===== src/rtl/seg_mon_pkg.sv =====
package seg_mon_pkg;

    localparam int LC_W      = 3;
    localparam int PID_IN_W  = 4;
    localparam int PID_W     = 5;
    localparam int STRIP_W   = 8;
    localparam int PART_W    = 4;
    localparam int IN_REC_W  = LC_W + PID_IN_W + STRIP_W + PART_W;
    localparam int REC_W     = LC_W + PID_W + STRIP_W + PART_W;
    localparam int STRIP_MAX = 191;
    localparam int LC_BAD    = 7;

    typedef struct packed {
        logic [LC_W-1:0]    lc;
        logic [PID_W-1:0]   pid;
        logic [STRIP_W-1:0] strip;
        logic [PART_W-1:0]  part;
    } seg_rec_t;

    typedef struct packed {
        logic valid;
        logic err;
    } seg_flag_t;

    function automatic seg_rec_t unpack_input(input logic [IN_REC_W-1:0] raw);
        seg_rec_t r;
        r.lc    = raw[IN_REC_W-1 -: LC_W];
        r.pid   = {{(PID_W-PID_IN_W){1'b0}}, raw[PART_W+STRIP_W +: PID_IN_W]};
        r.strip = raw[PART_W +: STRIP_W];
        r.part  = raw[PART_W-1:0];
        return r;
    endfunction

    function automatic logic [REC_W-1:0] rec_to_bits(input seg_rec_t r);
        return r;
    endfunction

    function automatic seg_rec_t bits_to_rec(input logic [REC_W-1:0] b);
        return seg_rec_t'(b);
    endfunction

    function automatic seg_flag_t classify(input seg_rec_t r);
        seg_flag_t f;
        f.valid = (r.lc != '0);
        f.err   = f.valid &&
                  ((r.lc == LC_W'(LC_BAD)) || (r.strip > STRIP_W'(STRIP_MAX)));
        return f;
    endfunction

endpackage


===== src/rtl/seg_decode.sv =====
module seg_decode
    import seg_mon_pkg::*;
#(
    parameter int N_SEG = 4
) (
    input  logic [N_SEG*IN_REC_W-1:0] seg_bus_i,
    output logic [N_SEG*REC_W-1:0]    rec_flat_o,
    output logic [N_SEG-1:0]          valid_o,
    output logic [N_SEG-1:0]          err_o
);

    for (genvar g = 0; g < N_SEG; g++) begin : g_slot
        seg_rec_t  rec;
        seg_flag_t flg;

        always_comb begin
            rec = unpack_input(seg_bus_i[g*IN_REC_W +: IN_REC_W]);
            flg = classify(rec);
        end

        assign rec_flat_o[g*REC_W +: REC_W] = rec_to_bits(rec);
        assign valid_o[g] = flg.valid;
        assign err_o[g]   = flg.err;
    end

endmodule


===== src/rtl/seg_hit_counter.sv =====
module seg_hit_counter #(
    parameter int CNT_W = 16
) (
    input  logic             clk,
    input  logic             rst,
    input  logic             clr_i,
    input  logic             hit_i,
    output logic [CNT_W-1:0] count_o
);

    localparam logic [CNT_W-1:0] CNT_TOP = '1;

    always_ff @(posedge clk) begin
        if (rst || clr_i) begin
            count_o <= '0;
        end else if (hit_i && (count_o != CNT_TOP)) begin
            count_o <= count_o + 1'b1;
        end
    end

endmodule


===== src/rtl/seg_snapshot.sv =====
module seg_snapshot
    import seg_mon_pkg::*;
#(
    parameter int N_SEG = 4
) (
    input  logic                   clk,
    input  logic                   rst,
    input  logic                   arm_i,
    input  logic                   any_valid_i,
    input  logic [N_SEG*REC_W-1:0] rec_flat_i,
    input  logic [N_SEG-1:0]       err_i,
    output logic                   armed_o,
    output logic                   captured_o,
    output logic [N_SEG*REC_W-1:0] snap_flat_o,
    output logic [N_SEG-1:0]       snap_err_o
);

    typedef enum logic [1:0] {
        ST_IDLE  = 2'd0,
        ST_ARMED = 2'd1,
        ST_HELD  = 2'd2
    } mon_state_t;

    mon_state_t state_q;
    logic       take;

    assign take = (state_q == ST_ARMED) && any_valid_i && !arm_i;

    always_ff @(posedge clk) begin
        if (rst) begin
            state_q <= ST_IDLE;
        end else if (arm_i) begin
            state_q <= ST_ARMED;
        end else if (take) begin
            state_q <= ST_HELD;
        end
    end

    always_ff @(posedge clk) begin
        if (rst) begin
            snap_flat_o <= '0;
            snap_err_o  <= '0;
        end else if (take) begin
            snap_flat_o <= rec_flat_i;
            snap_err_o  <= err_i;
        end
    end

    assign armed_o    = (state_q == ST_ARMED);
    assign captured_o = (state_q == ST_HELD);

endmodule


===== src/rtl/seg_readback.sv =====
module seg_readback
    import seg_mon_pkg::*;
#(
    parameter int N_SEG = 4,
    parameter int IDX_W = 2
) (
    input  logic                   clk,
    input  logic                   rst,
    input  logic [IDX_W-1:0]       rd_idx_i,
    input  logic [N_SEG*REC_W-1:0] snap_flat_i,
    input  logic [N_SEG-1:0]       snap_err_i,
    output seg_rec_t               rd_rec_o,
    output logic                   rd_err_o
);

    seg_rec_t sel_rec;
    logic     sel_err;

    always_comb begin
        sel_rec = '0;
        sel_err = 1'b0;
        for (int i = 0; i < N_SEG; i++) begin
            if (int'(rd_idx_i) == i) begin
                sel_rec = bits_to_rec(snap_flat_i[i*REC_W +: REC_W]);
                sel_err = snap_err_i[i];
            end
        end
    end

    always_ff @(posedge clk) begin
        if (rst) begin
            rd_rec_o <= '0;
            rd_err_o <= 1'b0;
        end else begin
            rd_rec_o <= sel_rec;
            rd_err_o <= sel_err;
        end
    end

endmodule


===== src/rtl/seg_capture_mon.sv =====
module seg_capture_mon
    import seg_mon_pkg::*;
#(
    parameter int N_SEG = 4,
    parameter int CNT_W = 16,
    parameter int IDX_W = (N_SEG > 1) ? $clog2(N_SEG) : 1
) (
    input  logic                      clk,
    input  logic                      rst,
    input  logic                      arm_i,
    input  logic [N_SEG*IN_REC_W-1:0] seg_bus_i,
    input  logic [IDX_W-1:0]          rd_idx_i,
    output logic                      armed_o,
    output logic                      captured_o,
    output logic                      err_any_o,
    output logic [CNT_W-1:0]          hit_count_o,
    output logic [LC_W-1:0]           rd_lc_o,
    output logic [PID_W-1:0]          rd_pid_o,
    output logic [STRIP_W-1:0]        rd_strip_o,
    output logic [PART_W-1:0]         rd_part_o,
    output logic                      rd_err_o
);

    logic [N_SEG*REC_W-1:0] rec_flat;
    logic [N_SEG-1:0]       slot_valid;
    logic [N_SEG-1:0]       slot_err;
    logic                   any_valid;
    logic [N_SEG*REC_W-1:0] snap_flat;
    logic [N_SEG-1:0]       snap_err;
    seg_rec_t               rd_rec;

    seg_decode #(.N_SEG(N_SEG)) u_decode (
        .seg_bus_i  (seg_bus_i),
        .rec_flat_o (rec_flat),
        .valid_o    (slot_valid),
        .err_o      (slot_err)
    );

    assign any_valid = |slot_valid;

    seg_hit_counter #(.CNT_W(CNT_W)) u_count (
        .clk     (clk),
        .rst     (rst),
        .clr_i   (arm_i),
        .hit_i   (any_valid),
        .count_o (hit_count_o)
    );

    seg_snapshot #(.N_SEG(N_SEG)) u_snap (
        .clk         (clk),
        .rst         (rst),
        .arm_i       (arm_i),
        .any_valid_i (any_valid),
        .rec_flat_i  (rec_flat),
        .err_i       (slot_err),
        .armed_o     (armed_o),
        .captured_o  (captured_o),
        .snap_flat_o (snap_flat),
        .snap_err_o  (snap_err)
    );

    assign err_any_o = captured_o && (|snap_err);

    seg_readback #(.N_SEG(N_SEG), .IDX_W(IDX_W)) u_read (
        .clk         (clk),
        .rst         (rst),
        .rd_idx_i    (rd_idx_i),
        .snap_flat_i (snap_flat),
        .snap_err_i  (snap_err),
        .rd_rec_o    (rd_rec),
        .rd_err_o    (rd_err_o)
    );

    assign rd_lc_o    = rd_rec.lc;
    assign rd_pid_o   = rd_rec.pid;
    assign rd_strip_o = rd_rec.strip;
    assign rd_part_o  = rd_rec.part;

endmodule


===== config.mk =====
export PLATFORM = sky130hd
export DESIGN_NAME = seg_capture_mon
export DESIGN_NICKNAME = d
export VERILOG_FILES = /design/src/rtl/seg_mon_pkg.sv /design/src/rtl/seg_decode.sv /design/src/rtl/seg_hit_counter.sv /design/src/rtl/seg_snapshot.sv /design/src/rtl/seg_readback.sv /design/src/rtl/seg_capture_mon.sv
export SDC_FILE = /design/constraint.sdc
export NUM_CORES = 1
export LEC_CHECK = 0
export ABC_AREA = 1
export BUFFER_PORTS_ARGS = -buffer_cell sky130_fd_sc_hd__buf_4
export CORE_UTILIZATION = 47
export DETAILED_ROUTE_END_ITERATION = 8
export GPL_TIMING_DRIVEN = 0
export PLACE_DENSITY_LB_ADDON = 0.1
export SYNTH_ARGS = -nofsm -noshare
export SYNTH_HDL_FRONTEND = slang
export SYNTH_SLANG_ARGS = --single-unit

===== constraint.sdc =====
create_clock -name clk -period 1.6 [get_ports clk]
set_input_delay 0.24 -clock clk [delete_from_list [all_inputs] [get_ports clk]]
set_output_delay 0.24 -clock clk [all_outputs]
set_load 0.01 [all_outputs]

==> results.tsv, run 1 <==
stage	metric	value	unit
cells_and_area	post-layout util	65.4	%
yosys	syn nets	893	
yosys	Netlist cell types	30	
cells_and_area	synthesis-to-layout area growth	33.5	%
timing	Worst Max-Slew Pin Slew	0.547	ns
critical_path	Cell Chain, Critical Path	nor4_4 > nor3_2 > buf_4	
routing	DRT iter0 DRCs	271	
routing	Post-Route WL	15200	um
yosys	Synth Area in Adders	0.232	%
timing	unrepaired setup endpoints after global routing	yes	
clocking	CTS Buffer Depth	2	
clocking	clk root buf	clkbuf_16	
yosys	EDFF count, synth	0	
floorplanning	Die X-Extent	109	um
grt	largest net degree at the start of global routing	17	
yosys	simple-gate area share of the yosys netlist	33.8	%
yosys	register area share after synthesis	43.7	%
placed_design	dpl hpwl	11000	um
critical_path	RR Startpoint	u_snap.state_q[0]	
routing	routed vias	5439	
floorplanning	io pins	121	
floorplanning	Initial Util	49.0	%
yosys	Synth Area per Inst	6.66	sq um
hold_path	hold path startpoint	seg_bus_i[19]	
power	Worst VDD drop	0.951	mV
run_status	outcome	finished, final reports clean	
critical_path	R2R cell count	8	
yosys	share of the synthesized area in the top cell type	43.7	%
cells_and_area	filler cell count	997	
placed_design	pre-CTS setup slack	-0.156	ns
timing	Final Max Tran Viols	0	
clocking	Hold Buf Count CTS	0	
yosys	cells after synthesis	811	
yosys	Post-Syn Area	5400	sq um
critical_path	Startpoint Class	register	
clocking	clock-pin slew on the worst setup and hold paths	0.05	ns
yosys	mux cell area share after synthesis	0	%
hold_path	Worst Hold Path Cells	3	
grt	vias in the first global route	5039	
floorplanning	core box area	11000	sq um
grt	antenna violations before repair	0	
critical_path	Crit Path Max Fanout	3	
timing	# setup viols final	0	
placed_design	placed cells	1068	
routing	post-route antenna net violation count	0	
routing	routed len/inst	13.7	um
floorplanning	# rows	38	
cells_and_area	fin cells	1108	
timing	final worst path period share	96.1	%
cells_and_area	Ant. Diodes	0	
clocking	clock sink total	118	
cells_and_area	layout cells sized above 1	20.6	%
yosys	Synth warnings	0	
yosys	Synth async-reset ratio	0	%
critical_path	Data required, critical path	1.36	ns
yosys	main area contributors after synthesis	dfxtp_1 (44%), nand2_1 (15%), nor2_1 (11%)	
routing	Vias/cell	4.91	
yosys	Yosys top cell by area	dfxtp_1	
critical_path	kind of critical path	reg2out	
power	Leak	0.00363	uW
timing	setup ws final	0.0619	ns
cells_and_area	most frequent cells in the layout	nand2_1 (221), nor2_1 (161), buf_4 (131)	
placed_design	routability cong.	0.903	
grt	global-route wire length before repair	23700	um
floorplanning	Total Die Area	11900	sq um
placed_design	Port Buf Inserts	117	
timing	final hold violation count	0	
hold_path	Hold Crit Class	in2reg	
timing	min Tclk post-route	1.54	ns
yosys	ys flop type	dfxtp_1	
clocking	clk_lat worst skew	0.41	ns
clocking	# H-tree levels	4	
critical_path	crit end category	output port	
yosys	Synth Area in Compound Gates	9.22	%
cells_and_area	final layout net count	1037	
yosys	main combinational cell family by area after synthesis	simple AND/OR/NAND/NOR gates	
timing	Rel. slew slack	63.5	%
timing	clk_skew	0.00752	ns
critical_path	slowest stage delay, CP	0.35	ns
grt	grt ovf	0	
routing	Remaining DRCs	0	
flow_run	max cap viols	0	
cells_and_area	most common cell after layout, fill and taps aside	nand2_1	
routing	Detailed Routing Iterations Pass 1	5	
critical_path	R2R Setup Slk	0.08	ns
floorplanning	Die Span Y	109	um
power	PwrDens	1090	nW/um^2
critical_path	Worst EP arrival	1.30	ns
yosys	flops & latches, synth	118	
clocking	CTS tree	yes	
timing	Max Freq	650	MHz
critical_path	slowest CP cell	dfxtp_1	
critical_path	end of the worst register-to-register path	u_snap.snap_flat_o[47]	
clocking	CTS buffer count	17	
yosys	Synth Area in XOR/XNOR	0.486	%
grt	gr usage total	26.3	%
hold_path	Worst Hold End	u_snap.snap_flat_o[20]	
-- synth_stat cells, types with 5 or more instances --
library cell	instances
inv_1	113
nor2_1	164
buf_2	9
dfxtp_1	118
buf_6	5
o22ai_1	11
o31ai_1	11
a21oi_1	38
o211ai_1	9
nand2_1	221
o21ai_0	9
clkbuf_1	19
buf_4	9
nand4_1	30
nand3_1	18
-- area by class of cell --
type                       instances  area [sq um]  area share, %
tap                              140           175           2.43
inverter                         114           428           5.93
clock inverter                    10           128           1.77
multi-input combinational        537          2430           33.7
sequential                       118          2370           32.8
clock buffer                      22           464           6.44
timing repair buffer             124           948           13.2
buffer                            43           268           3.71
-- sequential cells by signal, summed over array words and instances, names as in the netlist --
signal              flops
u_count.count_o        16
u_read.rd_rec_o        19
u_snap.snap_err_o       4
u_read.rd_err_o         1
u_snap.state_q          2
u_snap.snap_flat_o     76
-- repair_timing --
item                       in CTS  in global routing
gates cloned                    0                  2
pin swaps                       3                  2
buffers inserted                2                  4
setup endpoints to repair      15                 96
gates resized for setup        10                 15
-- worst max-delay path by stage --
| stage | from | endpoint | slack [ns] | cells after the start |
|---|---|---|---|---|
| floorplan | u_count.count_o[0] | u_count.count_o[0] | 0.07 | 10 |
| global route | u_snap.state_q[0] | u_snap.snap_flat_o[79] | -0.03 | 6 |
| finish | u_snap.snap_err_o[0] | err_any_o | 0.06 | 3 |
| global placement | u_count.count_o[0] | u_count.count_o[9] | -0.08 | 10 |
| CTS | u_snap.state_q[0] | armed_o | 0.004 | 4 |
| detailed placement | u_count.count_o[0] | u_count.count_o[0] | -0.16 | 10 |
-- report_power, final --
part	internal (uW)	switching, uW	leakage [uW]
clock network	2510	1320	0.000293
logic	381	495	0.00237
registers	3090	54.9	0.000965
total	5980	1870	0.00363
-- kinds of logic after synthesis --
kind of cell               count (synthesis)
and+or+nand+nor                          448
adders and majority gates                  1
DFF                                      118
AOI/OAI and AO/OA                         83
other                                      1
xor gates and xnor gates                   3
buffers and inverters                    157
-- metrics by stage --
step	instance area, sq um	hold slack [ns]	power (uW)	TNS (ns)
final	7210	0.0473	7850	0
after global routing	7210	0.0550	8130	-0.0311
after CTS	7090	0.0405	7850	0
after detailed placement	6460	0.449	4040	-3.96
after global placement	6460	0.447	4020	-2.04
after floorplan	5400	0.373	3670	0
-- critical path, delay by kind of cell (launching register included) --
family,cells,cell delay (ns)
flops,1,0.35
buf+inv,1,0.15
simple gates,2,0.39
-- layer usage --
| metal | vias up | routed length (um) | global-route usage [%] |
|---|---|---|---|
| met5 | - | 0 | 0 |
| met4 | 0 | 300 | 10.4 |
| met3 | 23 | 851 | 4.96 |
| met2 | 162 | 7390 | 46.2 |
| met1 | 2454 | 6620 | 31.4 |
| li1 | 2800 | - | - |
No activity file was read; power rests on OpenSTA's default activity.
==> run 2, diff against run 1 <==
Settings changed: BUFFER_PORTS_ARGS -buffer_cell sky130_fd_sc_hd__buf_4 to not set, DONT_BUFFER_PORTS set to 1.
==> run 2 against run 1 <==
Compared with the run above:
- hold slack got worse by 0.026 ns
- cell count decreased by 4.2%
- die area unchanged
- cell area decreased by 3.6%
- register-to-register slack improved by 0.07 ns
- utilization decreased by 2.4 points
- maximum frequency increased by 4.0%
- non-clock buffer count decreased by 46
- sequential share of layout area increased by 1.5 points
- critical path type unchanged
- largest cell class unchanged
==> results.tsv, run 2 (synthesized netlist as in run 1, its figures left out) <==
stage	metric	value	unit	change
routing	Vias/cell	5.04		was 4.91
critical_path	crit end category	output port		unchanged
grt	grt ovf	0		unchanged
placed_design	dpl hpwl	10700	um	was 11000 um
clocking	clk root buf	clkbuf_16		unchanged
power	Worst VDD drop	0.911	mV	was 0.951 mV
clocking	# H-tree levels	4		unchanged
grt	antenna violations before repair	0		unchanged
clocking	CTS Buffer Depth	2		unchanged
grt	global-route wire length before repair	24400	um	was 23700 um
critical_path	Worst EP arrival	1.24	ns	was 1.30 ns
power	PwrDens	1060	nW/um^2	was 1090 nW/um^2
placed_design	Port Buf Inserts	0		was 117
placed_design	routability cong.	0.870		was 0.903
timing	Max Freq	676	MHz	was 650 MHz
timing	Worst Max-Slew Pin Slew	0.569	ns	was 0.547 ns
timing	min Tclk post-route	1.48	ns	was 1.54 ns
routing	Post-Route WL	15700	um	was 15200 um
clocking	CTS tree	yes		unchanged
critical_path	kind of critical path	reg2out		unchanged
routing	Remaining DRCs	0		unchanged
critical_path	Startpoint Class	register		unchanged
grt	vias in the first global route	5140		was 5039
cells_and_area	Largest regs	u_snap.snap_flat_o x76, u_read.rd_rec_o x19, u_count.count_o x16		unchanged
grt	largest net degree at the start of global routing	17		unchanged
routing	routed len/inst	14.8	um	was 13.7 um
clocking	CTS buffer count	17		unchanged
routing	Detailed Routing Iterations Pass 1	5		unchanged
grt	met1 Use GR	31.9	%	was 31.4%
cells_and_area	layout cells sized above 1	9.01	%	was 20.6%
timing	final worst path period share	92.5	%	was 96.1%
timing	Setup TNS	0	ns	unchanged
cells_and_area	Ant. Diodes	0		unchanged
grt	gr usage total	27.4	%	was 26.3%
timing	unrepaired setup endpoints after global routing	no		was yes
timing	clk_skew	0.00559	ns	was 0.00752 ns
power	Leak	0.00329	uW	was 0.00363 uW
hold_path	Worst Hold Path Cells	2		was 3
clocking	clk_lat worst skew	0.42	ns	was 0.41 ns
critical_path	Data required, critical path	1.36	ns	about the same
floorplanning	core box area	11000	sq um	unchanged
floorplanning	Die Span Y	109	um	unchanged
critical_path	Crit Path Max Fanout	10		was 3
cells_and_area	most common cell after layout, fill and taps aside	nand2_1		unchanged
cells_and_area	post-layout util	63.0	%	was 65.4%
flow_run	max cap viols	0		unchanged
critical_path	RR Startpoint	u_snap.state_q[0]		unchanged
run_status	outcome	finished, final reports clean		unchanged
cells_and_area	synthesis-to-layout area growth	28.6	%	was 33.5%
clocking	clock sink total	118		unchanged
floorplanning	# rows	38		unchanged
routing	post-route antenna net violation count	0		unchanged
critical_path	end of the worst register-to-register path	u_snap.snap_flat_o[47]		unchanged
critical_path	R2R cell count	7		was 8
floorplanning	Die X-Extent	109	um	unchanged
grt	GRT met3 Usage	8.37	%	was 4.96%
hold_path	Hold Crit Class	in2reg		unchanged
hold_path	hold path startpoint	seg_bus_i[42]		was seg_bus_i[19]
floorplanning	Total Die Area	11900	sq um	unchanged
timing	Final Max Tran Viols	0		unchanged
clocking	clock-pin slew on the worst setup and hold paths	0.05	ns	about the same
timing	# setup viols final	0		unchanged
timing	final hold violation count	0		unchanged
hold_path	Worst Hold End	u_snap.snap_flat_o[44]		was u_snap.snap_flat_o[20]
cells_and_area	Reg with most FFs	u_snap.snap_flat_o		unchanged
grt	M2 GR Usage	46.7	%	was 46.2%
cells_and_area	most frequent cells in the layout	nand2_1 (221), nor2_1 (162), inv_1 (111)		was nand2_1 (221), nor2_1 (161), buf_4 (131)
routing	routed vias	5347		was 5439
timing	Rel. slew slack	62.0	%	was 63.5%
cells_and_area	final layout net count	991		was 1037
floorplanning	Initial Util	49.0	%	unchanged
floorplanning	io pins	121		unchanged
routing	DRT iter0 DRCs	295		was 271
cells_and_area	max FFs per register	76		unchanged
grt	gr busiest metal	met2		unchanged
critical_path	R2R Setup Slk	0.15	ns	was 0.08 ns
run 2: changes by cell type in the layout (fill, tap and decap cells not counted), moves of 3 or more:
| cell | previous run | this run |
|---|---|---|
| dfxtp_1 | 114 | 105 |
| dlygate4sd3_1 | 0 | 74 |
| dfxtp_2 | 4 | 11 |
| bufinv_16 | 3 | 0 |
| buf_4 | 131 | 14 |
| clkbuf_1 | 21 | 24 |
run 2: stage by stage:
stage          hold WS [ns]  setup WS [ns]  cell area [sq um]  cells  power (uW)
2_1_floorplan         0.373         0.0728               5400    811        3670
5_1_grt              0.0135         0.0247               6950   1061        7650
3_3_place_gp          0.377         -0.163               5580    951        3810
6_report             0.0214          0.121               6950   1061        7370
3_5_place_dp          0.383         -0.197               5580    951        3830
4_1_cts             0.00657        0.00675               6870   1057        7360
run 2: cell type report:
type                       count  area, sq um
buffer                        43          254
fill                        1024         4080
sequential                   118         2380
tap                          140          175
timing repair buffer          78          771
clock buffer                  27          503
multi-input combinational    537         2410
inverter                     114          428
clock inverter                 4         20.0
run 2: how the worst max path moves through the flow:
stage / cells after the start / start / to / slack (ns)
5_1_grt: 10 / u_count.count_o[12] / u_count.count_o[13] / 0.02
4_1_cts: 10 / u_count.count_o[1] / u_count.count_o[0] / 0.007
2_1_floorplan: 10 / u_count.count_o[0] / u_count.count_o[0] / 0.07
3_5_place_dp: 10 / u_count.count_o[1] / u_count.count_o[0] / -0.20
6_report: 3 / u_snap.state_q[0] / armed_o / 0.12
3_3_place_gp: 10 / u_count.count_o[0] / u_count.count_o[9] / -0.16
run 2: metal layers:
layer  wire length, um  up-vias
li1                  -     2710
met1              6720     2466
met2              7690      145
met3               943       26
met4               376        0
met5                 0        -
run 2: worst max-delay path, cell delays in order, from the launching register on:
cell and delay, ns:
dfxtp_2 0.36, inv_1 0.08, nor2_4 0.17, buf_4 0.21
run 2: what timing repair did:
action,CTS,global route
resized for setup,10,21
setup endpoints to repair,14,17
hold buffers,74,0
setup buffers,1,3
pin swaps,1,4
cloned,0,1
hold endpoints to repair,74,0
run 2: report_power, final:
part | total, uW | switching, uW | leakage [uW] | internal [uW]
Clock | 3410 | 1300 | 0.000261 | 2120
Combinational | 791 | 458 | 0.00206 | 333
Sequential | 3160 | 67.3 | 0.000970 | 3090
==> run 3, diff against run 2 <==
Clock period 1.6 ns to 1.4 ns, I/O delays scaled along.
==> run 3 against run 2 <==
Compared with the run above:
- the run now ends with negative setup slack left
- combinational power up 17%
- wire length decreased by 0.88%
- utilization increased by 2.4 points
- sequential power up 14%
- hold slack improved by 0.018 ns
- register-to-register slack worse by 0.17 ns
- first-iteration DRC count is 9.2% lower
- global-route usage grew 0.16 points
- critical path type is now reg2reg
- largest cell class unchanged
- highest routed layer unchanged
==> results.tsv, run 3 (synthesized netlist as in run 1, its figures left out) <==
stage	metric	value	unit	change
critical_path	crit end category	register		was output port
clocking	CTS buffer count	17		unchanged
hold_path	Hold Crit Class	in2reg		unchanged
timing	final hold violation count	0		unchanged
critical_path	end of the worst register-to-register path	u_count.count_o[0]		was u_snap.snap_flat_o[47]
power	sequential share of power	40.9	%	was 42.9%
timing	Max Freq	707	MHz	
placed_design	Port Buf Inserts	0		unchanged
timing	Final Max Tran Viols	0		unchanged
timing	Worst Max-Slew Pin Slew	0.618	ns	was 0.569 ns
power	Comb pwr share	10.5	%	was 10.7%
cells_and_area	most frequent cells in the layout	nand2_1 (216), nor2_1 (158), inv_1 (110)		was nand2_1 (221), nor2_1 (162), inv_1 (111)
critical_path	kind of critical path	reg2reg		was reg2out
cells_and_area	Reg with most FFs	u_snap.snap_flat_o		unchanged
routing	Detailed Routing Iterations Pass 1	6		was 5
routing	routed vias	5324		was 5347
cells_and_area	fin cells	1068		was 1061
critical_path	slowest stage delay, CP	0.38	ns	was 0.36 ns
clocking	clock-pin slew on the worst setup and hold paths	0.05	ns	about the same
timing	unrepaired setup endpoints after global routing	yes		was no
floorplanning	# rows	38		unchanged
routing	Vias/cell	4.99		was 5.04
critical_path	cell mode on critical path	nand2_4		
routing	met3 wire len	956	um	was 943 um
routing	routed len/inst	14.6	um	was 14.8 um
grt	global-route wire length before repair	24700	um	was 24400 um
critical_path	R2R Setup Slk	-0.02	ns	was 0.15 ns
placed_design	dpl hpwl	10800	um	was 10700 um
clocking	clock sink total	118		unchanged
critical_path	R2R cell count	10		was 7
power	switch share	23.3	%	was 24.7%
run_status	violated checks	negative setup slack		
clocking	clk root buf	clkbuf_16		unchanged
cells_and_area	max FFs per register	76		unchanged
grt	grt ovf	0		unchanged
cells_and_area	Ant. Diodes	0		unchanged
critical_path	slowest CP cell	dfxtp_4		was dfxtp_2
timing	clk_skew	0.00534	ns	was 0.00559 ns
floorplanning	core box area	11000	sq um	unchanged
timing	final worst path period share	101	%	
floorplanning	io pins	121		unchanged
cells_and_area	most common cell after layout, fill and taps aside	nand2_1		unchanged
power	Leak	0.00342	uW	was 0.00329 uW
power	Worst VDD drop	0.968	mV	was 0.911 mV
cells_and_area	synthesis-to-layout area growth	33.5	%	was 28.6%
timing	Setup TNS	-0.0335	ns	was 0 ns
power	Power Total	8810	uW	was 7370 uW
power	sw power	2060	uW	was 1820 uW
run_status	outcome	finished, violations left		was finished, final reports clean
flow_run	max cap viols	0		unchanged
clocking	# H-tree levels	4		unchanged
routing	Post-Route WL	15600	um	was 15700 um
grt	largest net degree at the start of global routing	17		unchanged
timing	Min Hold Slack	0.0398	ns	was 0.0214 ns
cells_and_area	Largest regs	u_snap.snap_flat_o x76, u_read.rd_rec_o x19, u_count.count_o x16		unchanged
critical_path	Data required, critical path	1.74	ns	was 1.36 ns
timing	# setup viols final	3		was 0
floorplanning	Initial Util	49.0	%	unchanged
routing	DR top layer	met4		unchanged
hold_path	hold path startpoint	seg_bus_i[34]		was seg_bus_i[42]
timing	min Tclk post-route	1.42	ns	
clocking	CTS tree	yes		unchanged
clocking	clk_lat worst skew	0.42	ns	about the same
critical_path	RR Startpoint	u_count.count_o[0]		was u_snap.state_q[0]
timing	Rel. slew slack	58.8	%	was 62.0%
grt	antenna violations before repair	0		unchanged
power	clock share of power	48.6	%	was 46.4%
floorplanning	Die X-Extent	109	um	unchanged
routing	post-route antenna net violation count	0		unchanged
critical_path	Startpoint Class	register		unchanged
routing	met2 WL	7640	um	was 7690 um
hold_path	Worst Hold Path Cells	2		unchanged
cells_and_area	final layout net count	999		was 991
hold_path	Worst Hold End	u_snap.snap_flat_o[35]		was u_snap.snap_flat_o[44]
timing	setup ws final	-0.0153	ns	was 0.121 ns
placed_design	placed cells	951		unchanged
grt	gr usage total	27.6	%	was 27.4%
power	internal power	6760	uW	was 5540 uW
routing	wl on met1	6550	um	was 6720 um
grt	vias in the first global route	5147		was 5140
critical_path	Cell Chain, Critical Path	ha_4 > nand2_4 > nor2_4 > nand2_2 > inv_2 > nand2_4 > nand2_4 > buf_12 > o21ai_1 > nor2_1		was inv_1 > nor2_4 > buf_4
routing	DRT iter0 DRCs	268		was 295
critical_path	Crit Path Max Fanout	6		was 10
clocking	CTS Buffer Depth	2		unchanged
routing	Remaining DRCs	0		unchanged
placed_design	routability cong.	0.860		was 0.870
floorplanning	Total Die Area	11900	sq um	unchanged
power	PwrDens	1220	nW/um^2	was 1060 nW/um^2
critical_path	Worst EP arrival	1.76	ns	was 1.24 ns
floorplanning	Die Span Y	109	um	unchanged
cells_and_area	layout cells sized above 1	11.7	%	was 9.01%
[run 3: cell count changes in the layout (fill, tap and decap cells not counted), sizes merged]
cell         delta
nand2           -1
buf             +6
clkinv          -3
dlygate4sd3     +2
clkbuf          +1
bufinv          +2
[run 3: power groups by stage]
stage	registers, uW	logic, uW	clock network, uW
2_1_floorplan	3660	535	0
3_3_place_gp	3670	680	0
3_5_place_dp	3680	696	0
4_1_cts	3610	907	4320
5_1_grt	3620	1030	4490
6_report	3610	922	4280
[run 3: through the flow]
stage	setup WS [ns]	area, sq um	util (%)
floorplan	0.0101	5430	-
global placement	-0.246	5610	50.9
detailed placement	-0.243	5610	50.9
CTS	-0.0139	7100	64.4
global route	-0.0913	7210	65.4
finish	-0.0153	7210	65.4
[run 3: layout make-up]
cell class                      instances  area [sq um]
Clock buffer                           27           513
Buffer                                 43           280
Tap cell                              140           175
Timing Repair Buffer                   87           860
Sequential cell                       118          2400
Fill cell                            1015          3820
Inverter                              114           428
Clock inverter                          3          65.1
Multi-Input combinational cell        536          2490
[run 3: timing repair]
action,in CTS,in global routing
hold buffers,76,0
cloned,1,0
pin swaps,5,16
endpoints found under the hold margin,76,0
setup buffers,7,4
setup endpoints to repair,97,73
resized for setup,32,26
[run 3: how the worst max path moves through the flow]
stage	start	endpoint	slack, ns	cells after the start
global placement	rst	u_read.rd_rec_o[11]	-0.25	6
floorplan	u_count.count_o[0]	u_count.count_o[0]	0.01	10
global route	u_count.count_o[1]	u_count.count_o[9]	-0.09	10
detailed placement	rst	u_read.rd_rec_o[11]	-0.24	6
finish	u_count.count_o[0]	u_count.count_o[0]	-0.02	10
CTS	u_snap.state_q[1]	err_any_o	-0.01	2
[run 3: layer usage]
layer,up-vias,global-route usage (%)
met5,-,0
met3,31,6.63
met2,167,46.6
li1,2733,-
met1,2393,32.7
met4,0,13.2
[run 3: worst max-delay path: cells and delay by family, from the launching register on]
| kind | cells | cell delay, ns |
|---|---|---|
| AOI/OAI and AO/OA | 1 | 0.05 |
| adders and majority gates | 1 | 0.16 |
| buffers and inverters | 2 | 0.20 |
| DFF | 1 | 0.38 |
| and+or+nand+nor | 6 | 0.55 |
